### src/rtl/cpc_pkg.sv
package cpc_pkg;
  typedef enum logic [1:0] {
    PM_SEC   = 2'd0,
    PM_PLL   = 2'd1,
    PM_ADAPT = 2'd2,
    PM_ALT   = 2'd3
  } pmux_e;

  typedef enum logic [1:0] {
    SM_XTAL = 2'd0,
    SM_HALF = 2'd1,
    SM_AUX  = 2'd3
  } smux_e;

  typedef enum logic {
    ST_IDLE = 1'b0,
    ST_WAIT = 1'b1
  } st_e;
endpackage

### src/rtl/cpc_rate_plan.sv
module cpc_rate_plan #(
  parameter int RATE_W  = 12,
  parameter int MIN_MHZ = 300,
  parameter int DIV_MHZ = 600
) (
  input  logic [RATE_W-1:0] rate_i,
  output logic              ok_o,
  output logic              low_o,
  output logic [RATE_W-1:0] target_o
);
  localparam logic [RATE_W-1:0] MinL = RATE_W'(MIN_MHZ);
  localparam logic [RATE_W-1:0] DivL = RATE_W'(DIV_MHZ);

  always_comb begin
    ok_o     = rate_i >= MinL;
    low_o    = rate_i < DivL;
    // low band: lock PLL at 2x, CPU runs from the /2 output
    target_o = low_o ? {rate_i[RATE_W-2:0], 1'b0} : rate_i;
  end
endmodule

### src/rtl/cpc_seq.sv
module cpc_seq
  import cpc_pkg::*;
#(
  parameter int RATE_W     = 12,
  parameter int DIV_MHZ    = 600,
  parameter int RESET_RATE = 0
) (
  input  logic              clk_i,
  input  logic              rst_ni,
  input  logic              req_valid_i,
  input  logic [RATE_W-1:0] rate_i,
  input  logic              ok_i,
  input  logic              low_i,
  input  logic [RATE_W-1:0] target_i,
  input  logic              commit_i,
  input  logic              abort_i,
  output logic              ready_o,
  output pmux_e             pmux_o,
  output smux_e             smux_o,
  output logic [RATE_W-1:0] target_o,
  output logic              err_o
);
  localparam logic [RATE_W-1:0] DivL = RATE_W'(DIV_MHZ);

  st_e               st_q;
  logic [RATE_W-1:0] cur_rate_q, new_rate_q, sv_target_q;
  logic              new_low_q;
  pmux_e             sv_pmux_q;
  smux_e             sv_smux_q;
  logic              forced;

  assign ready_o = (st_q == ST_IDLE);
  // falling across the threshold: park on divided leg before retune
  assign forced  = low_i && (cur_rate_q > DivL);

  always_ff @(posedge clk_i or negedge rst_ni) begin
    if (!rst_ni) begin
      st_q        <= ST_IDLE;
      pmux_o      <= PM_SEC;
      smux_o      <= SM_XTAL;
      target_o    <= '0;
      err_o       <= 1'b0;
      cur_rate_q  <= RATE_W'(RESET_RATE);
      new_rate_q  <= '0;
      new_low_q   <= 1'b0;
      sv_target_q <= '0;
      sv_pmux_q   <= PM_SEC;
      sv_smux_q   <= SM_XTAL;
    end else begin
      err_o <= 1'b0;
      unique case (st_q)
        ST_IDLE: begin
          if (req_valid_i) begin
            if (!ok_i) begin
              err_o <= 1'b1;
            end else begin
              sv_pmux_q   <= pmux_o;
              sv_smux_q   <= smux_o;
              sv_target_q <= target_o;
              new_rate_q  <= rate_i;
              new_low_q   <= low_i;
              target_o    <= target_i;
              if (forced) begin
                pmux_o <= PM_SEC;
                smux_o <= SM_HALF;
              end else begin
                pmux_o <= PM_ALT;
              end
              st_q <= ST_WAIT;
            end
          end
        end
        ST_WAIT: begin
          if (abort_i) begin
            pmux_o   <= sv_pmux_q;
            smux_o   <= sv_smux_q;
            target_o <= sv_target_q;
            st_q     <= ST_IDLE;
          end else if (commit_i) begin
            cur_rate_q <= new_rate_q;
            if (new_low_q) begin
              pmux_o <= PM_SEC;
              smux_o <= SM_HALF;
            end else begin
              pmux_o <= PM_ADAPT;
            end
            st_q <= ST_IDLE;
          end
        end
        default: st_q <= ST_IDLE;
      endcase
    end
  end
endmodule

### src/rtl/cpu_clk_path_ctrl.sv
module cpu_clk_path_ctrl
  import cpc_pkg::*;
#(
  parameter int RATE_W     = 12,
  parameter int MIN_MHZ    = 300,
  parameter int DIV_MHZ    = 600,
  parameter int RESET_RATE = 0
) (
  input  logic              clk_i,
  input  logic              rst_ni,
  input  logic              req_valid_i,
  input  logic [RATE_W-1:0] req_rate_i,
  output logic              req_ready_o,
  input  logic              commit_i,
  input  logic              abort_i,
  output logic [3:0]        sel_word_o,
  output logic [RATE_W-1:0] pll_target_o,
  output logic              err_o
);
  logic              ok, low;
  logic [RATE_W-1:0] target;
  pmux_e             pmux;
  smux_e             smux;

  cpc_rate_plan #(
    .RATE_W (RATE_W),
    .MIN_MHZ(MIN_MHZ),
    .DIV_MHZ(DIV_MHZ)
  ) u_plan (
    .rate_i  (req_rate_i),
    .ok_o    (ok),
    .low_o   (low),
    .target_o(target)
  );

  cpc_seq #(
    .RATE_W    (RATE_W),
    .DIV_MHZ   (DIV_MHZ),
    .RESET_RATE(RESET_RATE)
  ) u_seq (
    .clk_i      (clk_i),
    .rst_ni     (rst_ni),
    .req_valid_i(req_valid_i),
    .rate_i     (req_rate_i),
    .ok_i       (ok),
    .low_i      (low),
    .target_i   (target),
    .commit_i   (commit_i),
    .abort_i    (abort_i),
    .ready_o    (req_ready_o),
    .pmux_o     (pmux),
    .smux_o     (smux),
    .target_o   (pll_target_o),
    .err_o      (err_o)
  );

  assign sel_word_o = {smux, pmux};
endmodule

### config.mk
export PLATFORM = sky130hd
export DESIGN_NAME = cpu_clk_path_ctrl
export DESIGN_NICKNAME = d
export VERILOG_FILES = /design/src/rtl/cpc_pkg.sv /design/src/rtl/cpc_rate_plan.sv /design/src/rtl/cpc_seq.sv /design/src/rtl/cpu_clk_path_ctrl.sv
export SDC_FILE = /design/constraint.sdc
export NUM_CORES = 1
export LEC_CHECK = 0
export BUFFER_PORTS_ARGS = -buffer_cell sky130_fd_sc_hd__buf_2
export CORE_MARGIN = 1
export CORE_UTILIZATION = 42
export CTS_CLUSTER_SIZE = 20
export DETAILED_ROUTE_END_ITERATION = 12
export PLACE_DENSITY = 0.64
export SLEW_MARGIN = 20
export SYNTH_ARGS = -nofsm -noshare
export SYNTH_HDL_FRONTEND = slang
export SYNTH_HIERARCHICAL = 1
export SYNTH_SLANG_ARGS = --single-unit
### constraint.sdc
create_clock -name clk_i -period 1.68 [get_ports clk_i]
set_input_delay 0.084 -clock clk_i [delete_from_list [all_inputs] [get_ports clk_i]]
set_output_delay 0.084 -clock clk_i [all_outputs]
set_load 0.005 [all_outputs]
==> Word level (Yosys, flattened, before mapping) <==
Index checks and enable logic that the tools add are counted.
{ "totals": {"ff_bits": 59, "out_inout_bits": 18, "inputBits": 17, "word_cells": 55} }
{ "op_classes": {"reduce_logical": 6, "n_lt_le_gt_ge": 3, "bitwise": 2, "mux": 27, "n_eq_ne": 6} }
{ "ops": {"columns": ["cell", "count"], "rows": [
  ["2-to-1 mux 12 bit", 4],
  ["2-to-1 mux 2 bit", 12],
  ["case mux 12 bit (2 select lines)", 1],
  ["greater-or-equal comparator 12 x 9 -> 1 bit (second input constant)", 1],
  ["greater-than comparator 12 x 10 -> 1 bit (second input constant)", 1],
  ["less-than comparator 12 x 10 -> 1 bit (second input constant)", 1],
  ["AND reduction 3 bit", 4],
  ["case mux 2 bit (2 select lines)", 2],
  ["2-to-1 mux 1 bit", 7],
  ["inequality test 3 bit (second input constant)", 2],
  ["AND reduction 5 bit", 1],
  ["inequality test 2 x 1 -> 1 bit (second input constant)", 2],
  ["inequality test 2 bit (second input constant)", 2],
  ["NOT 1 bit", 2],
  ["case mux 1 bit (2 select lines)", 1],
  ["logical AND 1 bit", 1]
]} }

==> Depth between registers and ports, before layout <==
Gate-level depths: netlist (run 1).
{ "logic_depth": {"word_depth": 6, "mapped_depth": 8, "ltp_nobuf": 7} }

==> Modules after synthesis <==
Netlist (run 1), hierarchy kept.
{ "by_module_without_submodules": {"columns": ["mod", "seq_area_each_um2", "cells_per_inst", "area_each_um2", "n_inst"], "rows": [
  ["cpc_seq", 1476.4, 175, 2382.3, 1],
  ["cpc_rate_plan", 0.0, 32, 249.0, 1]
]} }

==> Least setup slack after synthesis (run 1) <==
Ideal clock, no wire load.
{ "synth_timing": {"path_kind": "input -> register", "from": "input req_rate_i[8]", "to": "register u_seq.smux_o[0]", "arrival_ns": 1.787, "path_buffers": 1, "path_stages": 8, "setup_ns": 0.121, "slack_ns": -0.228, "t_required_ns": 1.559, "cell_sequence": "or4_1 -> buf_2 -> nor3_4 -> a21oi_4 -> nand2_1 -> nor2_1 -> o41a_1 -> o22a_1"} }
{ "synth_between": {"elab_chain_len": 4, "word_cells_on_any_way": 6, "cone_classes": "order compare: 2; eq/ne: 2; reduce/logical: 2"} }
{ "synth_rtl": {"columns": ["item", "line", "source"], "rows": [
  ["from (decl)", "cpu_clk_path_ctrl.sv:12", "input logic [RATE_W-1:0] req_rate_i,"],
  ["less-than comparator 12 x 10 -> 1 bit", "cpc_rate_plan.sv:16", "low_o = rate_i < DivL;"],
  ["named net low", "cpu_clk_path_ctrl.sv:20", "logic ok, low;"],
  ["logical AND 1 bit", "cpc_seq.sv:34", "assign forced = low_i && (cur_rate_q > DivL);"],
  ["inequality test 2 x 1 -> 1 bit (no source line)", null, null],
  ["AND reduction 5 bit (no source line)", null, null],
  ["to (signal assigned)", "cpc_seq.sv:76", "smux_o <= sv_smux_q;"],
  ["to (decl)", "cpc_seq.sv:19", "output smux_e smux_o,"]
]} }
The timed path passes the listed nets, and every way through them passes these cells.
A chain may end at the register's enable or synchronous reset.

==> Worst setup path after layout (run 1) <==
Same ends and word-level chain as after synthesis.

==> impl_metrics.json, run 1 <==
{
  "finalCritPeriodShare_pct": 102,
  "cp_data_arrival_time_ns": 1.93,
  "hold_start": "req_rate_i[1]",
  "core_sq_um": 5990,
  "end_kind": "flop",
  "synth_ff_type": "dfrtp_1",
  "clock_path_buffers": 2,
  "relSlewSlack_pct": 70.7,
  "ios": 35,
  "cts_made_buffers": 9,
  "placed_cells": 326,
  "synth.top_cell.area_share_pct": 56.1,
  "rsz0062_at_grt": "yes",
  "die-area_sq_um": 6590,
  "outcome": "complete, but fails checks",
  "pwr-share-comb_pct": 23.6,
  "hpwl_microns": 3710,
  "pre_cts_ws_ns": -0.329,
  "crit_type": "in -> reg",
  "netlist-cell-type-count": 37,
  "drv_slew": 0,
  "dieWidth_microns": 81.2,
  "drt-pass1-iter-count": 4,
  "gr-usage-all-layers_pct": 19.0,
  "tritoncts": "yes",
  "fmax_ghz": 0.585,
  "postSynthCellCount": 207,
  "yosysTopAreaCell": "dfrtp_1",
  "area_growth_pct": 24.0,
  "routed_via_density": 5.20,
  "ff2ff_setup_slack_ns": 0.18,
  "grt_pass1_wl_microns": 9030,
  "timing.final.ws_setup_ns": -0.0298,
  "ys_seq_elements": 59,
  "finalPower_mw": 4.28,
  "synthesis.area_sq_um": 2630,
  "grt_max_degree": 43,
  "final_cells": 345,
  "ir_worst_vdd_mv": 1.01,
  "grt_pass1_vias": 1877,
  "grt-ovfl-total": 0,
  "path_max_fanout": 5,
  "internal_power_mw": 3.07,
  "clk_pin_slew_ns": 0.06,
  "ys_seq_area_share_pct": 56.1,
  "port_buffers": 34,
  "p_switching_mw": 1.21,
  "p_leak_nw": 1.49,
  "p_per_area_nw_per_um2": 1310,
  "synthTopCellsByArea": "dfrtp_1, mux2_2, mux2i_1",
  "sequentialPowerShare_pct": 51.2,
  "syn_nets": 224,
  "htree_levels": 3,
  "dieHeight_microns": 81.2,
  "drv_cap": 0,
  "hp-class": "in -> reg",
  "hold_viol": 0,
  "diodes": 0,
  "cts_sinks": 59,
  "skew_ns": 0.00662,
  "routedWlPerCell_microns": 15.6,
  "post-route-util_pct": 54.5,
  "grt_antenna_before_repair": 0,
  "dr_total_vias": 1794,
  "clk_latency_ns": 0.33,
  "synth_area_per_cell_sq_um": 12.7,
  "drt_wl_total_microns": 5390,
  "worst-slew-pin-transition_ns": 0.440,
  "worstPathRequired_ns": 1.90,
  "async_flop_share_pct": 100,
  "switching_share_pct": 28.3,
  "antenna_left": 0,
  "min_period_ns": 1.71,
  "routabilityCongestion": 0.900,
  "setup_viol": 1,
  "cts-root-buf": "clkbuf_8",
  "rows": 28,
  "reg2reg_from": "u_seq/cur_rate_q[0]$_DFFE_PN0P_",
  "clkPwrFrac_pct": 25.1,
  "yosys_warnings": 6,
  "cts_setup_buffers": 0,
  "synth_edf_count": 0,
  "violations": "negative setup slack",
  "nNetsFinal": 283,
  "drive_above_1_share_pct": 45.9,
  "start_util_pct": 43.9,
  "drc": 0,
  "critPathLaunch": "req_rate_i[8]",
  "start_kind": "primary input",
  "holdWs_ns": 0.0299,
  "drt_first_iter_violations": 75,
  "nFillCells": 530
}
==> final timing paths <==
path	cells past startpoint	to
worst max-delay path	8	u_seq/smux_o[0]$_DFFE_PN0P_
worst min-delay path	2	u_seq/new_rate_q[1]$_DFFE_PN0P_
worst max register to register	4	u_seq/smux_o[0]$_DFFE_PN0P_
worst min register to register	2	u_seq/sv_smux_q[1]$_DFFE_PN0P_
max in group asynchronous	3	u_seq/sv_target_q[3]$_DFFE_PN0P_
min in group asynchronous	2	u_seq/st_q$_DFF_PN0_
==> flip-flops by register name, indices dropped and copies added (netlist names) <==
name	count
u_seq/new_low_q	1
u_seq/err_o	1
u_seq/sv_pmux_q	2
u_seq/st_q	1
u_seq/pmux_o	2
u_seq/sv_target_q	12
u_seq/new_rate_q	12
u_seq/sv_smux_q	2
u_seq/smux_o	2
u_seq/target_o	12
u_seq/cur_rate_q	12
==> layout make-up <==
cell class | count | area [sq um] | area share [%]
Sequential cell | 59 | 1480 | 45.2
Multi-Input combinational cell | 135 | 1110 | 34.1
Timing Repair Buffer | 58 | 408 | 12.5
Clock buffer | 12 | 145 | 4.45
Tap cell | 75 | 93.8 | 2.88
Clock inverter | 3 | 15.0 | 0.460
Inverter | 3 | 11.3 | 0.345
==> cells by family after synthesis <==
kind of cell / share of synthesized area (%)
buffers and inverters: 2.52
flip-flops: 56.1
AND/OR/NAND/NOR: 7.89
AO/OA/AOI/OAI: 9.23
multiplexers: 24.3
==> power by group through the flow <==
stage	clock network (mW)	registers, mW	logic, mW
after floorplan	0	2.17	0.648
after global placement	0	2.21	0.987
after detailed placement	0	2.22	1.02
after CTS	1.12	2.20	1.02
after global routing	1.18	2.26	1.13
final	1.08	2.19	1.01
==> metrics by stage <==
step                      setup TNS, ns  instance area (sq um)
after floorplan                   -1.24                   2660
after global placement            -9.58                   3050
after detailed placement          -9.82                   3050
after CTS                             0                   3230
after global routing             -0.148                   3260
final                           -0.0298                   3260
==> synthesized netlist by cell type, types with 2 or more instances <==
cell type / instances
buf_2: 8
mux2i_1: 12
nor3_1: 2
or4_1: 2
and2_1: 2
o21ai_0: 17
clkbuf_1: 2
mux2_2: 46
inv_1: 3
a21oi_1: 2
a21o_1: 2
nand3b_1: 2
dfrtp_1: 59
nand3_1: 3
o21a_1: 2
nand2_1: 18
nor2_1: 5
==> critical path, stage by stage <==
cell     delay (ns)
buf_6          0.09
or4_4          0.56
nor3_4         0.30
a21oi_4        0.10
nand2_2        0.09
nor3_2         0.04
o41a_1         0.46
o22a_1         0.20
==> layer usage <==
metal  part of all wire, %  wire (microns)  track usage [%]  up-vias
li1                      -               -                -      864
met1                    47            2520             23.7      889
met2                    46            2500             29.7       36
met3                   5.8             311             8.76        5
met4                   1.1              58             5.36        0
met5                     0               0                0        -
==> repair_timing <==
action,4_1_cts,5_1_grt
endpoints found under the setup margin,0,8
hold buffers,2,1
endpoints found under the hold margin,18,1
resized for setup,0,3
==> placed cells by master, fill, tap and decap left out, types with 3 or more instances in the layout <==
cell type / netlist / layout
buf_12: 0 / 3
buf_2: 8 / 32
buf_4: 1 / 18
clkbuf_8: 0 / 10
clkinv_2: 0 / 3
dfrtp_1: 59 / 59
dlygate4sd3_1: 0 / 3
inv_1: 3 / 3
mux2_2: 46 / 46
mux2i_1: 12 / 12
nand2_1: 18 / 17
nand3_1: 3 / 3
nor2_1: 5 / 5
o21ai_0: 17 / 16
Power figures use the tool's default switching activity.
==> inputs of run 2 (changes only) <==
- RECOVER_POWER: not set -> 50
==> run 2 against run 1 <==
Compared with the run above: the flow still finishes with violations (negative setup slack); critical endpoint unchanged; wire length is essentially flat; clock-buffer cell count did not move; clock power barely moved; final cell count stayed put; largest power group unchanged; first-iteration DRC count stayed put; cell area decreased by 0.38%; sequential power barely moved; clock skew about the same; total power shrank 0.11%.
==> impl_metrics.json, run 2 (same netlist as run 1, synthesis figures left out) <==
{
  "outcome": "complete, but fails checks",
  "violations": "negative setup slack",
  "nNetsFinal": 283,
  "reg2reg_from": "u_seq/cur_rate_q[0]$_DFFE_PN0P_",
  "p_leak_nw": 1.47,
  "drive_above_1_share_pct": 44.8,
  "hp-class": "in -> reg",
  "timing.final.ws_setup_ns": -0.0299,
  "routabilityCongestion": 0.900,
  "crit_type": "in -> reg",
  "min_period_ns": 1.71,
  "cts_made_buffers": 9,
  "cts_sinks": 59,
  "drt-pass1-iter-count": 4,
  "rows": 28,
  "grt_pass1_wl_microns": 9030,
  "drt_first_iter_violations": 75,
  "dr_total_vias": 1795,
  "critPathTopFamily": "simple AND/OR/NAND/NOR gates",
  "gr-usage-all-layers_pct": 19.0,
  "grt-ovfl-total": 0,
  "diodes": 0,
  "cp_cell_sequence": "buf_6 > or4_4 > nor3_4 > a21oi_4 > nand2_2 > nor3_2 > o41a_1 > o22a_1",
  "clock_path_buffers": 2,
  "fmax_ghz": 0.585,
  "cp_data_arrival_time_ns": 1.93,
  "critPathBufInv": 1,
  "drc": 0,
  "routedWlPerCell_microns": 15.6,
  "skew_ns": 0.00662,
  "worstPathRequired_ns": 1.90,
  "cp_slowest_cell": "or4_4",
  "cts-root-buf": "clkbuf_8",
  "relSlewSlack_pct": 33.2,
  "drt_wl_total_microns": 5390,
  "grt_pass1_vias": 1877,
  "start_util_pct": 43.9,
  "layout_common_cells": "dfrtp_1, mux2_2, buf_2, buf_4, nand2_1",
  "layout_commonest_cell": "dfrtp_1",
  "pre_cts_ws_ns": -0.329,
  "ios": 35,
  "critPathLaunch": "req_rate_i[8]",
  "htree_levels": 3,
  "p_per_area_nw_per_um2": 1320,
  "grt_max_degree": 43,
  "hold_start": "req_rate_i[1]",
  "core_sq_um": 5990,
  "dieHeight_microns": 81.2,
  "port_buffers": 34,
  "hold_viol": 0,
  "end_kind": "flop",
  "setup_viol": 1,
  "drv_slew": 0,
  "start_kind": "primary input",
  "post-route-util_pct": 54.3,
  "drv_cap": 0,
  "routed_via_density": 5.20,
  "clk_pin_slew_ns": 0.06,
  "tritoncts": "yes",
  "path_max_fanout": 5,
  "clk_latency_ns": 0.33,
  "cpPeakStageDelay_ns": 0.56,
  "antenna_left": 0,
  "nFillCells": 533,
  "area_growth_pct": 23.5,
  "cts_setup_buffers": 0,
  "grt_antenna_before_repair": 0,
  "rsz0062_at_grt": "yes",
  "finalCritPeriodShare_pct": 102,
  "worst-slew-pin-transition_ns": 1.00,
  "ir_worst_vdd_mv": 1.01,
  "dieWidth_microns": 81.2,
  "hpwl_microns": 3710,
  "tns_ns": -0.0299,
  "die-area_sq_um": 6590
}
[run 2: cell count changes in the layout (fill, tap and decap cells not counted)]
| cell | change |
|---|---|
| buf_12 | -1 |
| buf_2 | -3 |
| buf_6 | +1 |
| clkbuf_1 | +3 |
[run 2: what timing repair did]
item	4_1_cts	5_1_grt
endpoints found under the hold margin	18	1
gates resized for setup	0	3
hold buffers	2	1
endpoints found under the setup margin	0	8
[run 2: cell type report]
cell class / instances / area (sq um) / share of cell area [%]
Timing Repair Buffer: 58 / 395 / 12.2
Sequential cell: 59 / 1480 / 45.4
Inverter: 3 / 11.3 / 0.346
Clock inverter: 3 / 15.0 / 0.462
Multi-Input combinational cell: 135 / 1110 / 34.3
Tap cell: 75 / 93.8 / 2.89
Clock buffer: 12 / 145 / 4.46
[run 2: path summary, 6_finish.rpt]
check                                                   end  slack (ns)  cells past startpoint
setup / recovery                u_seq/smux_o[0]$_DFFE_PN0P_       -0.03                      8
hold / removal              u_seq/new_rate_q[1]$_DFFE_PN0P_        0.03                      2
setup reg to reg                u_seq/smux_o[0]$_DFFE_PN0P_        0.18                      4
hold reg to reg              u_seq/sv_smux_q[1]$_DFFE_PN0P_        0.49                      2
max in group asynchronous  u_seq/sv_target_q[3]$_DFFE_PN0P_        0.34                      3
min in group asynchronous              u_seq/st_q$_DFF_PN0_        0.43                      2
[run 2: metal layers]
metal / global-route usage [%] / routed length [microns] / up-vias
met3: 8.76 / 312 / 5
met2: 29.7 / 2500 / 36
met5: 0 / 0 / -
li1: - / - / 864
met4: 5.36 / 58 / 0
met1: 23.7 / 2520 / 890
[run 2: per-stage QoR]
step,power (mW),hold slack [ns],std cells,instance area [sq um]
6_report,4.28,0.0300,345,3250
5_1_grt,4.57,0.00674,345,3250
4_1_cts,4.34,0.0110,343,3230
3_5_place_dp,3.24,0.0575,326,3050
3_3_place_gp,3.20,0.0539,326,3050
2_1_floorplan,2.82,-0.212,207,2660
[run 2: power breakdown]
group / switching, mW / internal (mW) / total (mW) / leakage (nW)
clock: 0.518 / 0.560 / 1.08 / 0.0860
sequential: 0.278 / 1.92 / 2.20 / 0.710
combinational: 0.418 / 0.589 / 1.01 / 0.678
total: 1.21 / 3.07 / 4.28 / 1.47
